`src/rtl/qspi_rd_pkg.sv`:
```
package qspi_rd_pkg;
    typedef enum logic [2:0] {
        PH_IDLE,
        PH_CMD,
        PH_ADDR,
        PH_DUMMY,
        PH_DATA
    } phase_e;

    localparam int CMD_CYC   = 8;
    localparam int ADDR_CYC  = 8;
    localparam int DUMMY_CYC = 4;
endpackage

```
`src/rtl/qspi_tx_mux.sv`:
```
module qspi_tx_mux
    import qspi_rd_pkg::*;
#(
    parameter logic [7:0] OPCODE = 8'hEB
) (
    input  phase_e     phase,
    input  logic [2:0] cnt,
    input  logic [3:0] nib,
    output logic [3:0] io_out,
    output logic [3:0] io_oe
);
    always_comb begin
        io_out = 4'b0000;
        io_oe  = 4'b0000;
        case (phase)
            PH_CMD: begin
                io_out[0] = OPCODE[3'd7 - cnt];
                io_oe     = 4'b0001;
            end
            PH_ADDR: begin
                io_out = nib;
                io_oe  = 4'b1111;
            end
            default: begin
                io_out = 4'b0000;
                io_oe  = 4'b0000;
            end
        endcase
    end
endmodule

```
`src/rtl/qspi_rx_nibble.sv`:
```
module qspi_rx_nibble (
    input  logic       clk,
    input  logic       rst_n,
    input  logic       sample,
    input  logic       second,
    input  logic [3:0] io_in,
    output logic [7:0] rd_data,
    output logic       rd_valid
);
    typedef struct packed {
        logic [3:0] hi;
        logic [7:0] data;
        logic       valid;
    } rx_t;

    rx_t rx_d, rx_q;

    always_comb begin
        rx_d       = rx_q;
        rx_d.valid = 1'b0;
        if (sample) begin
            if (second) begin
                rx_d.data  = {rx_q.hi, io_in};
                rx_d.valid = 1'b1;
            end else begin
                rx_d.hi = io_in;
            end
        end
    end

    always_ff @(posedge clk or negedge rst_n) begin
        if (!rst_n) rx_q <= '0;
        else        rx_q <= rx_d;
    end

    assign rd_data  = rx_q.data;
    assign rd_valid = rx_q.valid;
endmodule

```
`src/rtl/qspi_fastread.sv`:
```
module qspi_fastread
    import qspi_rd_pkg::*;
#(
    parameter int         CNT_W  = 8,
    parameter logic [7:0] OPCODE = 8'hEB
) (
    input  logic             clk,
    input  logic             rst_n,
    input  logic             start,
    input  logic [23:0]      addr,
    input  logic [7:0]       mode,
    input  logic [CNT_W-1:0] nbytes,
    output logic [7:0]       rd_data,
    output logic             rd_valid,
    output logic             done,
    output logic             spi_cs_n,
    output logic             spi_sck,
    output logic [3:0]       io_out,
    output logic [3:0]       io_oe,
    input  logic [3:0]       io_in
);
    localparam int SH_W = 32;
    localparam logic [2:0] CMD_LAST   = 3'(CMD_CYC - 1);
    localparam logic [2:0] ADDR_LAST  = 3'(ADDR_CYC - 1);
    localparam logic [2:0] DUMMY_LAST = 3'(DUMMY_CYC - 1);

    typedef struct packed {
        phase_e           phase;
        logic             sck;
        logic             cs_n;
        logic [2:0]       cnt;
        logic [SH_W-1:0]  sh;
        logic [CNT_W-1:0] left;
        logic             hi;
        logic             done;
    } st_t;

    st_t s_d, s_q;
    logic sample;
    logic second;

    always_comb begin
        s_d      = s_q;
        s_d.done = 1'b0;
        if (s_q.phase == PH_IDLE) begin
            if (start) begin
                s_d.phase = PH_CMD;
                s_d.cs_n  = 1'b0;
                s_d.sck   = 1'b0;
                s_d.cnt   = '0;
                s_d.sh    = {addr, mode};
                s_d.left  = nbytes;
                s_d.hi    = 1'b1;
            end
        end else if (!s_q.sck) begin
            s_d.sck = 1'b1;
        end else begin
            s_d.sck = 1'b0;
            s_d.cnt = s_q.cnt + 3'd1;
            case (s_q.phase)
                PH_CMD: begin
                    if (s_q.cnt == CMD_LAST) begin
                        s_d.phase = PH_ADDR;
                        s_d.cnt   = '0;
                    end
                end
                PH_ADDR: begin
                    s_d.sh = s_q.sh << 4;
                    if (s_q.cnt == ADDR_LAST) begin
                        s_d.phase = PH_DUMMY;
                        s_d.cnt   = '0;
                    end
                end
                PH_DUMMY: begin
                    if (s_q.cnt == DUMMY_LAST) begin
                        s_d.cnt = '0;
                        s_d.hi  = 1'b1;
                        if (s_q.left == '0) begin
                            s_d.phase = PH_IDLE;
                            s_d.cs_n  = 1'b1;
                            s_d.done  = 1'b1;
                        end else begin
                            s_d.phase = PH_DATA;
                        end
                    end
                end
                PH_DATA: begin
                    s_d.cnt = '0;
                    s_d.hi  = !s_q.hi;
                    if (!s_q.hi) begin
                        s_d.left = s_q.left - 1'b1;
                        if (s_q.left == CNT_W'(1)) begin
                            s_d.phase = PH_IDLE;
                            s_d.cs_n  = 1'b1;
                            s_d.done  = 1'b1;
                        end
                    end
                end
                default: s_d.phase = PH_IDLE;
            endcase
        end
    end

    always_ff @(posedge clk or negedge rst_n) begin
        if (!rst_n) begin
            s_q       <= '0;
            s_q.phase <= PH_IDLE;
            s_q.cs_n  <= 1'b1;
        end else begin
            s_q <= s_d;
        end
    end

    assign sample = (s_q.phase == PH_DATA) && !s_q.sck;
    assign second = !s_q.hi;

    qspi_tx_mux #(.OPCODE(OPCODE)) u_tx (
        .phase  (s_q.phase),
        .cnt    (s_q.cnt),
        .nib    (s_q.sh[SH_W-1 -: 4]),
        .io_out (io_out),
        .io_oe  (io_oe)
    );

    qspi_rx_nibble u_rx (
        .clk      (clk),
        .rst_n    (rst_n),
        .sample   (sample),
        .second   (second),
        .io_in    (io_in),
        .rd_data  (rd_data),
        .rd_valid (rd_valid)
    );

    assign spi_cs_n = s_q.cs_n;
    assign spi_sck  = s_q.sck;
    assign done     = s_q.done;
endmodule

```
`config.mk`:
```
export PLATFORM = sky130hd
export DESIGN_NAME = qspi_fastread
export DESIGN_NICKNAME = d
export VERILOG_FILES = /design/src/rtl/qspi_rd_pkg.sv /design/src/rtl/qspi_tx_mux.sv /design/src/rtl/qspi_rx_nibble.sv /design/src/rtl/qspi_fastread.sv
export SDC_FILE = /design/constraint.sdc
export NUM_CORES = 1
export LEC_CHECK = 0
export ABC_AREA = 0
export BUFFER_PORTS_ARGS = -buffer_cell sky130_fd_sc_hd__buf_2
export CORE_MARGIN = 2
export CORE_UTILIZATION = 40
export DETAILED_ROUTE_END_ITERATION = 8
export PLACE_DENSITY = 0.64
export SYNTH_ARGS = -nofsm -noshare
export SYNTH_HDL_FRONTEND = slang
export SYNTH_HIERARCHICAL = 1
export SYNTH_SLANG_ARGS = --single-unit
```
`constraint.sdc`:
```
create_clock -name clk -period 2.25 [get_ports clk]
set_clock_uncertainty 0.1 [all_clocks]
set_input_delay 0.225 -clock clk [delete_from_list [all_inputs] [get_ports clk]]
set_output_delay 0.225 -clock clk [all_outputs]
set_load 0.05 [all_outputs]
```
# Word-level counts from Yosys, hierarchy flattened

Memory sizes are Yosys's and may differ from the RTL's.
Index checks and enable logic that the tools add are counted.

Reduce and logical (&&, ||, !) cells: 18
Add/sub/neg operators: 3
Multiplexer cells: 34
Bitwise gates (word level): 1
Magnitude comparators: 1
Equal/unequal tests: 15

Operators with widths:

| cell                | count |
|---|---|
| $mux 49             | 2 |
| $mux 46             | 1 |
| $mux 32             | 1 |
| $mux 3              | 9 |
| $ne 3x3->1 const B  | 6 |
| $mux 8              | 2 |
| $reduce_and 7->1    | 2 |
| $pmux 3 s4          | 1 |
| $mux 1              | 11 |
| $eq 3x2->1 const B  | 3 |
| $pmux 3 s3          | 1 |
| $eq 8x1->1 const B  | 1 |
| $logic_not 8->1     | 1 |
| $pmux 4 s2          | 1 |
| $reduce_and 4->1    | 2 |
| $sub 8x1->8 const B | 1 |
| $eq 3x3->1 const B  | 2 |
| $reduce_and 2->1    | 3 |
| $reduce_bool 2->1   | 3 |
| $lt 3x4->1 const B  | 1 |
| $mux 4              | 1 |
| $pmux 1 s2          | 2 |
| $pmux 2 s2          | 1 |
| $add 3x1->3 const B | 1 |
| other kinds (12)    | 13 |

ROM bits: 8
Logic and storage cells: 84
Output and inout port bits: 20
Memories: 1
Bits of input ports: 47
Register bits after elaboration: 63

Memory list:

| name             | words | bits a word | read ports | clocked after Yosys merged registers in | wr ports | RTL line          | text |
|---|---|---|---|---|---|---|---|
| (name not given) | 8     | 1           | 1          | 0                                       | 0        | qspi_tx_mux.sv:17 | `io_out[0] = OPCODE[3'd7 - cnt];` |

# Longest topological paths before layout

Gate-level depths: netlist of the first run.

Depth after elaboration: 6
Depth in mapped cells: 7
Depth with buffers taken out: 7

# Cells and area by module

The synthesis of the first run kept the hierarchy.

Modules (own cells, without submodules):

| module         | seq. area each (µm²) | cells each | instances | area each (µm²) |
|---|---|---|---|---|
| qspi_fastread  | 1252.5               | 304        | 1         | 2703.8 |
| qspi_rx_nibble | 325.3                | 37         | 1         | 543.0 |
| qspi_tx_mux    | 0.0                  | 13         | 1         | 115.1 |

# Least setup slack after synthesis of the first run

OpenSTA, ideal clock, no wires.

Kind: register to register
Start: reg s_q[48] (netlist name)
End: reg u_rx/rx_q[10] (netlist name)
Required time: 2022 ps
Path buffers: 1
Setup slack: 247 ps
Cell stages (with the launch flop): 6
Library setup time: 128 ps
Data arrival time: 1776 ps
Cell sequence: dfrtp_1 buf_4 or3b_1 nor2_1 nor2b_1 mux2_1

Longest elaborated chain between the ends: 3

RTL lines:

| element                           | RTL line             | text |
|---|---|---|
| $eq 3x3->1                        | qspi_fastread.sv:114 | `assign sample = (s_q.phase == PH_DATA) && !s_q.sck;` |
| $logic_and 1x1->1                 | qspi_fastread.sv:114 |  |
| named net sample                  | qspi_fastread.sv:39  | `logic sample;` |
| $reduce_and 2->1 (no source line) | -                    |  |
| end signal, assigned              | qspi_rx_nibble.sv:33 | `else rx_q <= rx_d;` |
| end, declared                     | qspi_rx_nibble.sv:16 | `rx_t rx_d, rx_q;` |

The timed path passes the listed nets, and every way through them passes these cells.
A chain may end at the register's enable or synchronous reset.

# Worst setup path after layout of the first run

Start: reg s_q[47] (netlist name)
End: out io_out[0]

Longest elaborated chain between the ends: 2
Elaborated cells on any way between the ends: 3

RTL lines:

| element                                         | RTL line            | text |
|---|---|---|
| $eq 3x2->1 / $eq 3x1->1 (equally long branches) | qspi_tx_mux.sv:15   | `case (phase)` |
| $pmux 1 s2 (*)                                  | qspi_tx_mux.sv:15   |  |
| end, declared                                   | qspi_fastread.sv:18 | `output logic [3:0] io_out,` |

Every way passes the cells marked *; elsewhere a longest branch is shown, timed or not.

==> impl_metrics.ini, run 1 <==
[critical_path]
r2r_slack_ps = 300
worstSetupStartpointType = flop
cp-end-kind = primary output
path_max_fanout = 19
crit_type = reg -> out
worstRegToRegCells = 6
worstPathRequired_ps = 1920
cp.arrival_ps = 1650

[hold_path]
min_path_type = in -> reg
whs_path_depth = 2

[routing]
vias = 2771
ant_nets = 0
drc_errors = 0
viasPerCell = 5.19
wirelength_mm = 7.66
dr.pass1.iters = 4
drt_iter0_markers = 134
wl_per_cell_microns = 14.4

[cells_and_area]
final_common_cell = buf_2
n_antenna_cell = 0
drive_gt1_share_pct = 26.6
area_growth_pct = 21.4
final_cell_mix = buf_2 (66), dfrtp_1 (62), nand2_1 (37), nor2_1 (36), nand3_1 (32)
fin_util_pct = 49.9
fin_nets = 477

[timing]
grt_setup_unrepaired = no
worst_slack_ps = 275
timing.fmax_mhz = 506
post-route-min-period_ps = 1970
hold_violations = 0
timing.final.crit_share_pct = 87.8
slew_viol_final = 0
setup-violations-final = 0
max-slew-margin-rel_pct = 57.4
tns_ps = 0
max_slew.worst_pin.slew_ps = 635

[pwr]
power.total_uw = 5070
power.density_nw_per_um2 = 1240
power.leakage_uw = 0.00178
vdd_drop_max_v = 0.000429

[synth]
synth_cells = 354
ys_types = 63
synth-seq-area-share_pct = 46.9
syn-num-nets = 407
synth_area_sq_um = 3360
yosysWarningCount = 6
synth_ff_type = dfrtp_1
ys_ff_latch = 63
async_reset_ff_share_pct = 100
synth_enable_flop_cells = 0
syn_area_per_cell_sq_um = 9.50

[floorplanning]
io_pins = 67
core_area_sq_um = 8180
die_width_microns = 95.7
die_height_microns = 95.7
die_area_sq_um = 9150
num_rows = 33
start_util_pct = 41.1

[global_route]
gr-total-overflow = 0
grt_max_degree = 57
grt_usage_pct = 18.0
grt_pass1_wl_mm = 12.6
antenna_found_initial = 0
grt_pass1_vias = 2576

[clock_network]
clk_latency_ps = 350
clkTransAtPathRegs_ps = 70
cts_root_buf = clkbuf_8
cts_buffers = 9
ctsHoldBuffers = 10
ctsResizeCount = 0
cts_tree = built
cts_setup_buffers = 0
cts_buffer_depth = 2
cts_num_sinks = 63
htreeDepth = 3

[placement]
io_buffers = 66
preCtsSetupSlack_ps = 309
dp_hpwl_mm = 5.27
gp_congestion = 0.825

[status]
outcome = finished clean

[flow_run]
drv_cap = 0
## registers in the layout, summed over array words and instances (netlist names)
register and count:
spi_sck 1, u_rx/rd_valid 1, s_q 47, u_rx/rx_q 4, u_rx/rd_data 8, done 1
spi_cs_n 1
## worst max-delay path, cell delays in order (launching register included)
cell and delay (ps):
dfrtp_1 440, buf_12 180, nor4bb_1 280, a211o_1 140, buf_2 260
## power breakdown
group          switching [uW]  internal, uW
Combinational            1350           890
Sequential                330          1580
Clock                     464           460
## stage by stage
step	area (sq um)	cells	hold WS (ps)
floorplan	3360	354	-171
finish	4080	534	11.1
global placement	3800	508	167
CTS	4080	534	0.375
detailed placement	3800	508	167
global route	4080	534	0.129
## worst paths after layout
check	start	end
max in group asynchronous	rst_n	s_q[39]$_DFFE_PN0P_
min in group asynchronous	rst_n	s_q[4]$_DFFE_PN0P_
max	s_q[47]$_DFFE_PN0P_	io_out[0]
min	io_in[2]	u_rx/rd_data[2]$_DFFE_PN0P_
min reg2reg	u_rx/rd_data[2]$_DFFE_PN0P_	u_rx/rd_data[2]$_DFFE_PN0P_
max reg2reg	s_q[47]$_DFFE_PN0P_	s_q[9]$_DFFE_PN0P_
## synthesized netlist by cell type, drive strengths merged (2+ instances only)
| library cell | number | area share, % |
|---|---|---|
| nor3 | 6 | 1.2 |
| dfrtp | 62 | 46 |
| ha | 6 | 2.2 |
| o21ai | 10 | 1.6 |
| a21oi | 10 | 1.5 |
| nor2 | 37 | 4.2 |
| and3b | 2 | 0.52 |
| nand3 | 32 | 4.8 |
| nand2 | 38 | 4.3 |
| buf | 26 | 4.9 |
| nand2b | 5 | 0.93 |
| a22o | 5 | 1.3 |
| o2bb2ai | 2 | 0.52 |
| nor3b | 3 | 1.0 |
| a21boi | 2 | 0.45 |
| o311ai | 2 | 0.52 |
| xnor2 | 2 | 0.52 |
| and2 | 4 | 0.74 |
| inv | 10 | 1.1 |
| nand3b | 2 | 0.45 |
| clkbuf | 7 | 0.78 |
| a31oi | 32 | 6.1 |
| o31ai | 3 | 0.82 |
| mux2 | 15 | 5.0 |
| nand4 | 2 | 0.37 |
| a211oi | 3 | 0.67 |
| nor2b | 2 | 0.37 |
| mux2i | 2 | 0.60 |
## routing by layer
metal  track usage, %  vias to the layer above  part of all wire (%)
met1             24.3                     1309                    46
met5                0                        -                     0
li1                 -                     1398                     -
met2             28.0                       59                    47
met3             4.74                        5                   5.3
met4             6.43                        0                  0.91
## final cells by class
type,instances,area (sq um)
clock inverters,4,30.0
fillers,809,4090
inverters,10,37.5
repair buffers,92,588
multi-input cells,248,1560
clock buffers,12,155
flip-flops and latches,63,1580
well taps,105,131
## logic make-up (layout without fill, tap and decap cells)
group / Yosys count / after routing / share of synthesized area (%)
AND/OR/NAND/NOR: 140 / 140 / 20.8
AO/OA/AOI/OAI: 83 / 83 / 17.1
flip-flops: 63 / 63 / 46.9
buffers and inverters: 43 / 118 / 6.77
multiplexers: 17 / 17 / 5.62
adder cells (fa/ha/maj): 6 / 6 / 2.23
XOR/XNOR: 2 / 2 / 0.521
Note: power is estimated with default switching activity, not from simulation.
==> run 2, diff against run 1 <==
Settings changed: SYNTH_HIERARCHICAL 1 to default.
Clock period 2.25 ns to 1.99 ns, I/O delays scaled along.
==> run 2 against run 1 <==
Via count rose by 2.0%. Worst hold slack got worse by 2.1 ps. Die area fell by 0.93%. Combinational power rose by 54%. Design area rose by 3.1%. Critical path depth did not move. Sequential power rose by 9%. Power rose by 31%. Count of clock-buffer cells in the layout rose by 1. Highest routed layer unchanged. Register-to-register slack got worse by 240 ps.
==> impl_metrics.ini, run 2 <==
[global_route]
grt_pass1_vias = 2751
grt_usage_pct = 18.7
grt_max_degree = 64
gr-total-overflow = 0
antenna_found_initial = 0
grt_pass1_wl_mm = 13.1

[synth]
synth_top_area_share_pct = 46.6
ys_types = 48
syn-num-nets = 406
synth-seq-area-share_pct = 47.4
syn_area_per_cell_sq_um = 9.46
synth_area_sq_um = 3330
yosys-top-cells-area = dfrtp_1 (47%), and3_1 (5.6%), a21oi_1 (5.4%), mux2_2 (5.4%), o21ai_0 (5.0%)
yosysMostFrequentCell = dfrtp_1
synth_enable_flop_cells = 0
synth_ff_type = dfrtp_1
yosysWarningCount = 0
synth_top_area_cell = dfrtp_1
async_reset_ff_share_pct = 100
yosys-top-cells-count = dfrtp_1 (62), nand2_1 (42), a21oi_1 (36), o21ai_0 (33), and3_1 (30)
ys_ff_latch = 63
synth_cells = 352

[routing]
wl_met3_microns = 470
ant_nets = 0
wl_met1_mm = 3.62
wl_per_cell_microns = 15.2
viasPerCell = 5.22
wirelength_mm = 8.22
vias = 2827
wl_met2_mm = 3.98
top_layer_used = met4
dr.pass1.iters = 4
drc_errors = 0
drt_iter0_markers = 111

[timing]
hold_violations = 0
max-slew-margin-rel_pct = 68.0
post-route-min-period_ps = 1930
max_slew.worst_pin.slew_ps = 476
hold_slack_ps = 8.96
setup-violations-final = 0
slew_viol_final = 0
timing.fmax_mhz = 518
worst_slack_ps = 58.7
tns_ps = 0
timing.final.crit_share_pct = 97.1
grt_setup_unrepaired = no

[clock_network]
cts_buffers = 9
clkTransAtPathRegs_ps = 70
clk_latency_ps = 340
cts_tree = built
cts_root_buf = clkbuf_8
cts_num_sinks = 63
cts_buffer_depth = 2
htreeDepth = 3

[critical_path]
crit_chain = or4b_1 -> nand2_1 -> o311a_2 -> mux2_2
worstReg2RegStart = s_q[47]$_DFFE_PN0P_
path_max_fanout = 8
worstRegToRegCells = 4
r2r-end = s_q[49]$_DFFE_PN0P_
cp.arrival_ps = 2060
critPathSlowestCell = or4b_1
worstPathRequired_ps = 2120
r2r_slack_ps = 60
worstSetupStartpointType = flop
crit_type = reg -> reg
slowest_delay_ps = 570
cp-end-kind = flop

[cells_and_area]
n_antenna_cell = 0
final_common_cell = buf_2
final_cell_mix = buf_2 (65), dfrtp_1 (60), nand2_1 (42), a21oi_1 (35), o21ai_0 (33)
area_growth_pct = 26.4
drive_gt1_share_pct = 31.6
nFillCells = 773
fin_nets = 486
largest_reg_flops = 47
regMostFlops = s_q
final_area_sq_um = 4210
fin_util_pct = 51.7

[floorplanning]
die_area_sq_um = 9070
core_area_sq_um = 8130
io_pins = 67
start_util_pct = 40.9
num_rows = 33
die_height_microns = 95.2
die_width_microns = 95.2

[pwr]
power.density_nw_per_um2 = 1580
vdd_drop_max_v = 0.000583
power.leakage_uw = 0.00205

[hold_path]
min_path_type = in -> reg
min_from = io_in[1]
worst_hold_path.endpoint = u_rx.rd_data[1]$_DFFE_PN0P_
whs_path_depth = 2

[placement]
gp_congestion = 0.861
io_buffers = 66
dpl_cell_area_sq_um = 3900
dp_hpwl_mm = 5.47
preCtsSetupSlack_ps = 66.8

[flow_run]
drv_cap = 0

[status]
outcome = finished clean
run 2: cell types whose count changed after synthesis, moves of 12 or more:
cell / delta
a21oi_1: +26
a31oi_1: -30
and3_1: +30
mux2_2: +12
nand3_1: -29
nor2_1: -21
o21ai_0: +25
run 2: kinds of logic (layout without fill, tap and decap cells):
| logic type | after synthesis | count (layout) | share of synthesized area [%] |
|---|---|---|---|
| AO/OA/AOI/OAI | 106 | 106 | 18.9 |
| buffers and inverters | 40 | 125 | 6.16 |
| XOR/XNOR | 1 | 1 | 0.263 |
| adder cells (fa/ha/maj) | 7 | 7 | 2.63 |
| flip-flops | 63 | 63 | 47.4 |
| multiplexers | 16 | 16 | 5.41 |
| AND/OR/NAND/NOR | 119 | 119 | 19.2 |
run 2: routing by layer:
| metal | track usage, % | vias up |
|---|---|---|
| li1 | - | 1402 |
| met1 | 24.9 | 1336 |
| met2 | 29.9 | 78 |
| met3 | 3.87 | 11 |
| met4 | 7.49 | 0 |
| met5 | 0 | - |
run 2: what timing repair did:
action	in CTS	in global routing
endpoints found under the setup margin	1	18
buffers inserted	1	0
hold buffers	9	0
gates resized for setup	2	3
hold endpoints to repair	72	0
run 2: layout make-up:
type	instances	area, sq um	share of cell area [%]
clock inverters	3	42.5	1.01
repair buffers	102	688	16.3
clock buffers	13	149	3.54
well taps	105	131	3.12
inverters	7	26.3	0.624
flip-flops and latches	63	1580	37.5
multi-input cells	249	1590	37.8
run 2: report_power, final:
group / internal [uW] / total [uW] / leakage (uW) / switching, uW
Sequential: 1740 / 2090 / 0.000811 / 348
Clock: 613 / 1120 / 0.0000936 / 506
Combinational: 1360 / 3450 / 0.00115 / 2090
Total: 3710 / 6660 / 0.00205 / 2950
run 2: worst max path at each step:
stage	start	to	depth (start not counted)
floorplan	s_q[48]$_DFFE_PN0P_	io_out[1]	5
finish	s_q[47]$_DFFE_PN0P_	s_q[49]$_DFFE_PN0P_	4
global placement	s_q[48]$_DFFE_PN0P_	s_q[47]$_DFFE_PN0P_	4
detailed placement	s_q[48]$_DFFE_PN0P_	s_q[49]$_DFFE_PN0P_	4
CTS	s_q[42]$_DFFE_PN0P_	io_out[0]	5
global route	s_q[48]$_DFFE_PN0P_	io_out[0]	5
run 2: worst max-delay path: cells and delay by family, from the launching register on:
family / cells / cell delay, ps
AO/OA/AOI/OAI: 1 / 210
flip-flops: 1 / 480
AND/OR/NAND/NOR: 2 / 680
multiplexers: 1 / 340
run 2: through the flow:
| stage | total power, uW | std cells |
|---|---|---|
| 4_1_cts | 6670 | 542 |
| 3_3_place_gp | 5420 | 516 |
| 2_1_floorplan | 4470 | 352 |
| 6_report | 6660 | 542 |
| 5_1_grt | 7130 | 542 |
| 3_5_place_dp | 5510 | 516 |
==> run 3, diff against run 2 <==
Settings changed: CORE_MARGIN 2 to 4, HOLD_SLACK_MARGIN from default to 0.03.
Clock period 1.99 ns to 1.81 ns, I/O delays scaled along.
==> run 3 against run 2 <==
The run now ends with negative setup slack left. Design area increased by 19%. Die area increased by 8.6%. Sequential cell count unchanged. Worst hold slack improved by 7.9 ps. Register-to-register slack got worse by 90 ps. Sequential share of layout area decreased by 6.0 points. Clock power increased by 18%. Wire length increased by 12%. First-iteration DRC count increased by 57%. Critical endpoint is now s_q[14]$_DFFE_PN0P_. Highest routed layer unchanged.
==> impl_metrics.ini, run 3 (synthesis results as in run 2) <==
[timing]
post-route-min-period_ps = 1840
grt_setup_unrepaired = yes
timing.final.crit_share_pct = 102
hold_slack_ps = 16.9
slew_viol_final = 0
timing.fmax_mhz = 544
setup-violations-final = 4
hold_violations = 0
worst_slack_ps = -29.7
max-slew-margin-rel_pct = 71.1
max_slew.worst_pin.slew_ps = 431

[placement]
dp_hpwl_mm = 5.68
gp_congestion = 0.895
preCtsSetupSlack_ps = -60.0
io_buffers = 66
dpl.cell_count = 529
dpl_cell_area_sq_um = 4030

[critical_path]
worstSetupStartpointType = flop
cp-end-kind = flop
worstPathRequired_ps = 1930
path_max_fanout = 8
crit_type = reg -> reg
cp.arrival_ps = 1960

[routing]
wl_per_cell_microns = 15.7
viasPerCell = 5.23
vias = 3057
wirelength_mm = 9.18
dr.pass1.iters = 4
drc_errors = 0
ant_nets = 0
drt_iter0_markers = 174

[clock_network]
htreeDepth = 3
clkTransAtPathRegs_ps = 70
cts_buffers = 9
cts_root_buf = clkbuf_8
clk_latency_ps = 340
cts_num_sinks = 63
cts_buffer_depth = 2
cts_tree = built

[floorplanning]
num_rows = 33
die_width_microns = 99.2
io_pins = 67
start_util_pct = 40.7
die_height_microns = 99.2
core_area_sq_um = 8180
die_area_sq_um = 9850

[cells_and_area]
area_growth_pct = 50.8
final_cell_mix = buf_2 (61), dfrtp_1 (59), nand2_1 (39), buf_4 (35), dlygate4sd3_1 (30)
final_area_sq_um = 5020
n_antenna_cell = 0
fin_nets = 529
final_common_cell = buf_2
largest_reg_flops = 47
drive_gt1_share_pct = 46.3
multiInputGateArea_sq_um = 1900
register_area_sq_um = 1580
regMostFlops = s_q
stdcell_count = 584
nFillCells = 687

[flow_run]
drv_cap = 0

[global_route]
use_met2_pct = 29.9
grt.met3_usage_pct = 4.49
antenna_found_initial = 0
grt_max_degree = 64
grt_pass1_vias = 2998
grt.busiest_layer = met2
grt_pass1_wl_mm = 14.5
grt_usage_pct = 18.0
grt_use_met1_pct = 23.6
gr-total-overflow = 0

[pwr]
power.density_nw_per_um2 = 1710
power.leakage_uw = 0.00230
vdd_drop_max_v = 0.000871

[hold_path]
min_path_type = in -> reg

[status]
violations = negative setup slack
outcome = finished with violations
run 3: final timing paths:
path	from	to	slack [ps]	cells past startpoint
max reg2reg	s_q[47]$_DFFE_PN0P_	s_q[14]$_DFFE_PN0P_	-30	6
max in group asynchronous	rst_n	spi_cs_n$_DFFE_PN1P_	1010	3
max	s_q[47]$_DFFE_PN0P_	s_q[14]$_DFFE_PN0P_	-30	6
min	addr[10]	s_q[28]$_DFFE_PN0P_	20	3
min in group asynchronous	rst_n	s_q[44]$_DFFE_PN0P_	300	3
min reg2reg	s_q[34]$_DFFE_PN0P_	s_q[34]$_DFFE_PN0P_	370	2
run 3: through the flow:
stage | power (uW) | utilization [%] | TNS, ps
floorplan | 4990 | - | -1330
global placement | 6180 | 49.3 | -25.0
detailed placement | 6260 | 49.3 | -162
CTS | 7820 | 56.3 | -36.9
global route | 9110 | 61.4 | -1090
finish | 8590 | 61.4 | -58.8
run 3: repair_timing:
action	in CTS	in global routing
setup endpoints to repair	8	51
pin swaps	7	17
cloned	0	3
hold buffers	25	5
setup buffers	3	4
gates resized for setup	25	88
endpoints found under the hold margin	90	5
run 3: final cells by class:
cell class	instances	area share, %
Multi-Input combinational cell	249	37.8
Sequential cell	63	31.5
Clock inverter	2	0.748
Tap cell	105	2.62
Timing Repair Buffer	145	23.2
Inverter	7	0.523
Clock buffer	13	3.56
run 3: metal layers:
| metal | up-vias | part of all wire, % |
|---|---|---|
| met2 | 75 | 50 |
| li1 | 1494 | - |
| met3 | 13 | 4.5 |
| met1 | 1475 | 44 |
| met5 | - | 0 |
| met4 | 0 | 1.2 |
run 3: critical path: stages (launching register included):
cell and delay, ps:
dfrtp_2 450, buf_6 130, or3_4 450, buf_12 170
and3_1 190, a21oi_2 140, o21ai_1 90
run 3: power by group:
| group | internal, uW | switching [uW] | total, uW | leakage [uW] |
|---|---|---|---|---|
| logic | 2260 | 2750 | 5010 | 0.00138 |
| registers | 1910 | 337 | 2250 | 0.000810 |
| clock network | 779 | 544 | 1320 | 0.000108 |
| total | 4950 | 3630 | 8590 | 0.00230 |
